--- config.mk ---
export PLATFORM = sky130hd
export DESIGN_NAME = tc_status_mirror
export DESIGN_NICKNAME = d
export VERILOG_FILES = /design/src/rtl/tcm_pkg.sv /design/src/rtl/tcm_wr_decode.sv /design/src/rtl/tcm_tc_bank.sv /design/src/rtl/tcm_shared.sv /design/src/rtl/tc_status_mirror.sv
export SDC_FILE = /design/constraint.sdc
export NUM_CORES = 1
export LEC_CHECK = 0
export ABC_AREA = 1
export ABC_CLOCK_PERIOD_IN_PS = 1910
export CAP_MARGIN = 20
export CORE_MARGIN = 5
export CORE_UTILIZATION = 32
export DETAILED_ROUTE_END_ITERATION = 7
export DONT_BUFFER_PORTS = 1
export PLACE_DENSITY_LB_ADDON = 0.05
export SETUP_SLACK_MARGIN = 0.3
export SKIP_CTS_REPAIR_TIMING = 1
export SLEW_MARGIN = 0
export SYNTH_ARGS = -nofsm -noshare
export SYNTH_HDL_FRONTEND = slang
export SYNTH_HIERARCHICAL = 1
export SYNTH_SLANG_ARGS = --single-unit
--- constraint.sdc ---
create_clock -name clk -period 1.91 [get_ports clk]
set_clock_uncertainty 0.05 [all_clocks]
set_input_delay 0.2865 -clock clk [delete_from_list [all_inputs] [get_ports clk]]
set_output_delay 0.2865 -clock clk [all_outputs]
set_load 0.05 [all_outputs]
--- src/rtl/tcm_pkg.sv ---
package tcm_pkg;
   localparam int DW = 32;

   typedef enum logic [1:0] {
      SEL_STATUS = 2'd0,
      SEL_ADDRSP = 2'd1,
      SEL_TCSTAT = 2'd2,
      SEL_TARGET = 2'd3
   } tcm_sel_e;

   // field positions inside the shared status word
   localparam int ST_CU_LO  = 28;
   localparam int ST_MX     = 24;
   localparam int ST_KSU_LO = 3;
   // field positions inside a thread-context status word
   localparam int TC_CU_LO  = 28;
   localparam int TC_MX     = 27;
   localparam int TC_KSU_LO = 11;

   typedef struct packed {
      logic [3:0] cu;
      logic       mx;
      logic [1:0] ksu;
   } tcm_mirror_t;

   function automatic tcm_mirror_t mir_from_status(input logic [DW-1:0] v);
      tcm_mirror_t m;
      m.cu  = v[ST_CU_LO +: 4];
      m.mx  = v[ST_MX];
      m.ksu = v[ST_KSU_LO +: 2];
      return m;
   endfunction

   function automatic tcm_mirror_t mir_from_tc(input logic [DW-1:0] v);
      tcm_mirror_t m;
      m.cu  = v[TC_CU_LO +: 4];
      m.mx  = v[TC_MX];
      m.ksu = v[TC_KSU_LO +: 2];
      return m;
   endfunction

   function automatic logic [DW-1:0] mir_into_status(input logic [DW-1:0] old,
                                                     input tcm_mirror_t m);
      logic [DW-1:0] r;
      r = old;
      r[ST_CU_LO +: 4]  = m.cu;
      r[ST_MX]          = m.mx;
      r[ST_KSU_LO +: 2] = m.ksu;
      return r;
   endfunction

   function automatic logic [DW-1:0] mir_into_tc(input logic [DW-1:0] old,
                                                 input tcm_mirror_t m);
      logic [DW-1:0] r;
      r = old;
      r[TC_CU_LO +: 4]  = m.cu;
      r[TC_MX]          = m.mx;
      r[TC_KSU_LO +: 2] = m.ksu;
      return r;
   endfunction
endpackage

--- src/rtl/tcm_wr_decode.sv ---
module tcm_wr_decode
   import tcm_pkg::*;
#(
   parameter int NUM_TC = 4,
   parameter int TGT_W  = 8,
   localparam int TC_W  = (NUM_TC > 1) ? $clog2(NUM_TC) : 1
) (
   input  logic             wr_en,
   input  tcm_sel_e         sel,
   input  logic             xtc,
   input  logic [TC_W-1:0]  cur_tc,
   input  logic [TGT_W-1:0] target,
   input  logic             mt_en,
   output logic [TC_W-1:0]  ctx_idx,
   output logic             we_status,
   output logic             we_addrsp,
   output logic             we_tcstat,
   output logic             we_target,
   output logic             sync_st2tc,
   output logic             sync_as2tc
);
   always_comb begin
      ctx_idx    = xtc ? target[TC_W-1:0] : cur_tc;
      we_status  = wr_en && (sel == SEL_STATUS);
      we_addrsp  = wr_en && (sel == SEL_ADDRSP);
      we_tcstat  = wr_en && (sel == SEL_TCSTAT);
      we_target  = wr_en && (sel == SEL_TARGET);
      sync_st2tc = we_status && mt_en;
      sync_as2tc = we_addrsp && mt_en;
   end
endmodule

--- src/rtl/tcm_tc_bank.sv ---
module tcm_tc_bank
   import tcm_pkg::*;
#(
   parameter int NUM_TC = 4,
   parameter int ASID_W = 8,
   localparam int TC_W  = (NUM_TC > 1) ? $clog2(NUM_TC) : 1
) (
   input  logic              clk,
   input  logic              rst_n,
   input  logic [TC_W-1:0]   ctx_idx,
   input  logic              we_full,
   input  logic              sync_st,
   input  logic              sync_as,
   input  logic [DW-1:0]     wr_data,
   input  logic [ASID_W-1:0] cur_asid,
   output logic [DW-1:0]     tc_q [NUM_TC]
);
   for (genvar g = 0; g < NUM_TC; g++) begin : g_ctx
      logic          hit;
      logic [DW-1:0] nxt;

      always_comb begin
         hit = (ctx_idx == TC_W'(g));
         nxt = tc_q[g];
         if (hit && we_full) begin
            nxt = wr_data;
         end else if (hit && sync_st) begin
            nxt = mir_into_tc(tc_q[g], mir_from_status(wr_data));
            nxt[ASID_W-1:0] = cur_asid;
         end else if (hit && sync_as) begin
            nxt[ASID_W-1:0] = wr_data[ASID_W-1:0];
         end
      end

      always_ff @(posedge clk) begin
         if (!rst_n) tc_q[g] <= '0;
         else        tc_q[g] <= nxt;
      end
   end
endmodule

--- src/rtl/tcm_shared.sv ---
module tcm_shared
   import tcm_pkg::*;
#(
   parameter int ASID_W = 8,
   parameter int TGT_W  = 8
) (
   input  logic             clk,
   input  logic             rst_n,
   input  logic             we_status,
   input  logic             we_addrsp,
   input  logic             we_tcstat,
   input  logic             we_target,
   input  logic [DW-1:0]    wr_data,
   output logic [DW-1:0]    status_q,
   output logic [DW-1:0]    addrsp_q,
   output logic [TGT_W-1:0] target_q,
   output logic             asid_chg
);
   logic [DW-1:0] status_d;
   logic [DW-1:0] addrsp_d;

   always_comb begin
      status_d = status_q;
      if (we_status)      status_d = wr_data;
      else if (we_tcstat) status_d = mir_into_status(status_q, mir_from_tc(wr_data));

      addrsp_d = addrsp_q;
      if (we_addrsp)      addrsp_d = wr_data;
      else if (we_tcstat) addrsp_d[ASID_W-1:0] = wr_data[ASID_W-1:0];
   end

   always_ff @(posedge clk) begin
      if (!rst_n) begin
         status_q <= '0;
         addrsp_q <= '0;
         target_q <= '0;
         asid_chg <= 1'b0;
      end else begin
         status_q <= status_d;
         addrsp_q <= addrsp_d;
         if (we_target) target_q <= wr_data[TGT_W-1:0];
         asid_chg <= (addrsp_d[ASID_W-1:0] != addrsp_q[ASID_W-1:0]);
      end
   end
endmodule

--- src/rtl/tc_status_mirror.sv ---
module tc_status_mirror
   import tcm_pkg::*;
#(
   parameter int NUM_TC = 4,
   parameter int ASID_W = 8,
   parameter int TGT_W  = 8,
   localparam int TC_W  = (NUM_TC > 1) ? $clog2(NUM_TC) : 1
) (
   input  logic            clk,
   input  logic            rst_n,
   input  logic            mt_en,
   input  logic [1:0]      sel,
   input  logic            xtc,
   input  logic [TC_W-1:0] cur_tc,
   input  logic            wr_en,
   input  logic [DW-1:0]   wr_data,
   output logic [DW-1:0]   rd_data,
   output logic            asid_chg
);
   initial begin
      if (NUM_TC < 2 || NUM_TC > 256 || (NUM_TC & (NUM_TC - 1)) != 0)
         $error("NUM_TC must be a power of two from 2 to 256");
      if (ASID_W < 1 || ASID_W > TC_KSU_LO)
         $error("ASID_W must fit below the privilege field");
      if (TGT_W < TC_W || TGT_W > DW)
         $error("TGT_W must cover the context index");
   end

   tcm_sel_e         sel_e;
   logic [TC_W-1:0]  ctx_idx;
   logic             we_status, we_addrsp, we_tcstat, we_target;
   logic             sync_st2tc, sync_as2tc;
   logic [DW-1:0]    status_q, addrsp_q;
   logic [TGT_W-1:0] target_q;
   logic [DW-1:0]    tc_q [NUM_TC];

   assign sel_e = tcm_sel_e'(sel);

   tcm_wr_decode #(.NUM_TC(NUM_TC), .TGT_W(TGT_W)) u_dec (
      .wr_en      (wr_en),
      .sel        (sel_e),
      .xtc        (xtc),
      .cur_tc     (cur_tc),
      .target     (target_q),
      .mt_en      (mt_en),
      .ctx_idx    (ctx_idx),
      .we_status  (we_status),
      .we_addrsp  (we_addrsp),
      .we_tcstat  (we_tcstat),
      .we_target  (we_target),
      .sync_st2tc (sync_st2tc),
      .sync_as2tc (sync_as2tc)
   );

   tcm_shared #(.ASID_W(ASID_W), .TGT_W(TGT_W)) u_shr (
      .clk       (clk),
      .rst_n     (rst_n),
      .we_status (we_status),
      .we_addrsp (we_addrsp),
      .we_tcstat (we_tcstat),
      .we_target (we_target),
      .wr_data   (wr_data),
      .status_q  (status_q),
      .addrsp_q  (addrsp_q),
      .target_q  (target_q),
      .asid_chg  (asid_chg)
   );

   tcm_tc_bank #(.NUM_TC(NUM_TC), .ASID_W(ASID_W)) u_bank (
      .clk      (clk),
      .rst_n    (rst_n),
      .ctx_idx  (ctx_idx),
      .we_full  (we_tcstat),
      .sync_st  (sync_st2tc),
      .sync_as  (sync_as2tc),
      .wr_data  (wr_data),
      .cur_asid (addrsp_q[ASID_W-1:0]),
      .tc_q     (tc_q)
   );

   always_comb begin
      unique case (sel_e)
         SEL_STATUS: rd_data = status_q;
         SEL_ADDRSP: rd_data = addrsp_q;
         SEL_TCSTAT: rd_data = tc_q[ctx_idx];
         default:    rd_data = DW'(target_q);
      endcase
   end
endmodule

==> flow_metrics.py <==
metrics = {
    "clock_tree": {
        "cts_buffers": 27,
        "clk_path_buf_depth": 3,
        "cts.sinks": 201,
        "clkTransAtPathRegs_ps": 60,
        "h-tree-depth": 1,
        "insertion_delay_ps": 540,
        "tritoncts": "built",
        "cts_root_buffer": "clkbuf_16",
    },
    "logic_synthesis": {
        "dominantRegCellSynth": "dfxtp_1",
        "synth-edff-count": 0,
        "syn_nets": 1615,
        "yosys.area.top_type": "dfxtp_1",
        "netlist_instances": 1574,
        "ys_seq_area_share_pct": 39.7,
        "synth_top_area_share_pct": 39.7,
        "avgSynthCellArea_um2": 6.43,
        "async_reset_ff_share_pct": 0,
        "syn-cell-area_um2": 10100,
        "synth_cell_types": 32,
        "ys_warn_count": 6,
        "yosys_register_bits": 201,
        "synthTopCellsByArea": "dfxtp_1 (40%), nand2_1 (14%), nor2_1 (13%)",
    },
    "final_layout": {
        "fillers": 3307,
        "drive_gt1_share_pct": 18.2,
        "post-route-util_pct": 44.8,
        "area_growth_pct": 38.9,
        "nNetsFinal": 1733,
    },
    "outcome": {
        "violations": "hold timing, setup timing",
        "status": "finished with violations",
    },
    "routing": {
        "viasPerCell": 5.11,
        "drt_iter0_markers": 940,
        "antenna_left": 0,
        "wl_per_cell_um": 19.3,
        "routed_wl_mm": 40.8,
        "via_count": 10795,
        "drtPass1Iterations": 5,
        "drc": 0,
    },
    "die": {
        "start_util_pct": 32.3,
        "dieArea_um2": 35300,
        "ios": 74,
        "rows": 65,
        "die_h_um": 188,
        "core_area_um2": 31400,
        "die_w_um": 188,
    },
    "critical_path": {
        "reg2regPathDepth": 13,
        "worstSetupEndpointType": "output pin",
        "arrival_ps": 2110,
        "cp_data_required_time_ps": 1570,
        "r2r-start": "u_shr/target_q[0]$_SDFFE_PN0P_",
        "cp_max_fo": 8,
        "critPathKind": "flop to output pin",
        "reg2reg_slack_ps": -30,
        "r2r-end": "u_bank/tc_q[123]$_SDFFE_PN0P_",
        "critPathLaunchType": "flop",
    },
    "grt": {
        "grt_pass1_vias": 9487,
        "overflow": 0,
        "antenna_found_initial": 3,
        "grt_max_degree": 138,
        "grt_pass1_wl_mm": 57.2,
        "track_usage_pct": 20.2,
    },
    "min_path": {
        "holdCritPathClass": "primary input to flop",
        "hold_start": "rst_n",
        "whs_path_depth": 2,
        "min_to": "u_bank/tc_q[126]$_SDFFE_PN0P_",
    },
    "timing": {
        "rsz0062_at_grt": "yes",
        "hold_violations": 82,
        "finalSetupViolations": 44,
        "fin_ws_ps": -532,
        "worst_slew_pin_slew_ps": 599,
        "worst_hold_slack_ps": -196,
        "final_max_slew_viol_count": 0,
        "slew_headroom_pct": 59.8,
        "fmax_ghz": 0.410,
        "fin_crit_ps": 2440,
        "fin_crit_sh_pct": 128,
    },
    "power": {
        "p_leak_uw": 0.00578,
        "peakVddDrop_v": 0.000664,
        "power_density_nw_per_um2": 825,
    },
    "placed_design": {
        "io_buffers": 0,
        "place.gp.congestion": 0.808,
        "dp_hpwl_mm": 24.9,
    },
    "flow_run": {
        "drv_cap": 0,
    },
}
layout by cell type, fill, tap and decap left out, types with 2 or more instances in the layout:
cell,count
nor2_4,11
buf_12,29
inv_6,2
nand3_1,61
nand2_2,23
a21oi_4,8
nand2_1,313
buf_8,7
o21ai_0,99
bufinv_16,2
clkbuf_1,5
o221ai_1,3
dfxtp_1,199
a211oi_1,6
nand2_4,24
inv_2,11
nor2_1,333
nand4_1,33
o21ai_4,4
o21ai_2,46
nor2_2,9
dlygate4sd3_1,91
buf_6,17
clkinv_2,5
nand3_2,15
o21ai_1,38
nand2_8,8
inv_1,103
a211oi_2,2
nand3_4,5
a21oi_1,87
nand3b_1,22
clkbuf_8,5
inv_4,2
clkinv_1,2
clkbuf_16,33
a31oi_1,2
buf_4,36
cells in the mapped netlist, types with 22 or more instances:
library cell	n
a21oi_1	95
buf_2	35
clkbuf_1	39
dfxtp_1	201
inv_1	110
nand2_1	367
nand3_1	76
nand3b_1	22
nand4_1	33
nor2_1	346
o21ai_0	141
o21ai_1	43
cells by family after synthesis:
| family | count (synthesis) | synth area share [%] |
|---|---|---|
| buf+inv | 218 | 9.64 |
| simple gates | 861 | 35.6 |
| flops | 201 | 39.7 |
| compound gates | 294 | 15.0 |
metal layers:
| metal | up-vias | track usage, % | share of wire (%) |
|---|---|---|---|
| met1 | 5164 | 31.9 | 50 |
| met2 | 296 | 28.8 | 41 |
| met4 | 4 | 3.61 | 1.4 |
| li1 | 5292 | - | - |
| met3 | 39 | 3.76 | 7.4 |
| met5 | - | 0 | 0.066 |
how the worst max path moves through the flow:
stage                                              start                            to  cells past startpoint
after detailed placement  u_shr/target_q[1]$_SDFFE_PN0P_  u_bank/tc_q[76]$_SDFFE_PN0P_                     10
final                     u_shr/target_q[1]$_SDFFE_PN0P_                   rd_data[14]                      7
after global placement    u_shr/target_q[1]$_SDFFE_PN0P_                   rd_data[15]                      7
after global routing      u_shr/target_q[1]$_SDFFE_PN0P_                   rd_data[10]                      9
after CTS                 u_shr/target_q[1]$_SDFFE_PN0P_                    rd_data[9]                      8
after floorplan                                cur_tc[0]                    rd_data[3]                      9
report_power, final:
part | switching (uW) | internal (uW) | leakage [uW] | total (uW)
clock | 2010 | 3050 | 0.000432 | 5050
combinational | 1280 | 805 | 0.00371 | 2080
sequential | 120 | 4350 | 0.00164 | 4470
total | 3410 | 8210 | 0.00578 | 11600
sequential cells by signal, summed over array words and instances (netlist names):
| name | cells |
|---|---|
| u_shr/status_q | 32 |
| u_shr/addrsp_q | 32 |
| u_shr/asid_chg | 1 |
| u_shr/target_q | 8 |
| u_bank/tc_q | 128 |
cell type report:
cell class | count | area, um^2 | area share, %
Antenna cell | 1 | 2.50 | 0.0178
Tap cell | 402 | 503 | 3.58
Clock buffer | 37 | 763 | 5.43
Inverter | 120 | 475 | 3.38
Clock inverter | 10 | 110 | 0.783
Sequential cell | 201 | 4030 | 28.6
Multi-Input combinational cell | 1156 | 5980 | 42.5
Timing Repair Buffer | 186 | 2210 | 15.7
through the flow:
step	total power [uW]	cells	cell area, um^2	setup TNS [ps]	worst slack [ps]
6_report	11600	2113	14100	-15260	-532
5_1_grt	12100	2113	14100	-21190	-588
3_3_place_gp	6140	1958	11400	-7.66	-4.10
4_1_cts	11200	2005	12200	-17020	-582
3_5_place_dp	6140	1958	11400	-38.8	-15.0
2_1_floorplan	5650	1574	10500	0	193
critical path: stages (launching register included):
cell	delay (ps)
dfxtp_4	370
nand2_4	80
o21ai_4	230
clkbuf_16	300
o21ai_1	90
o21ai_2	210
nand2_2	90
nand2_4	170
Power figures use the tool's default switching activity.
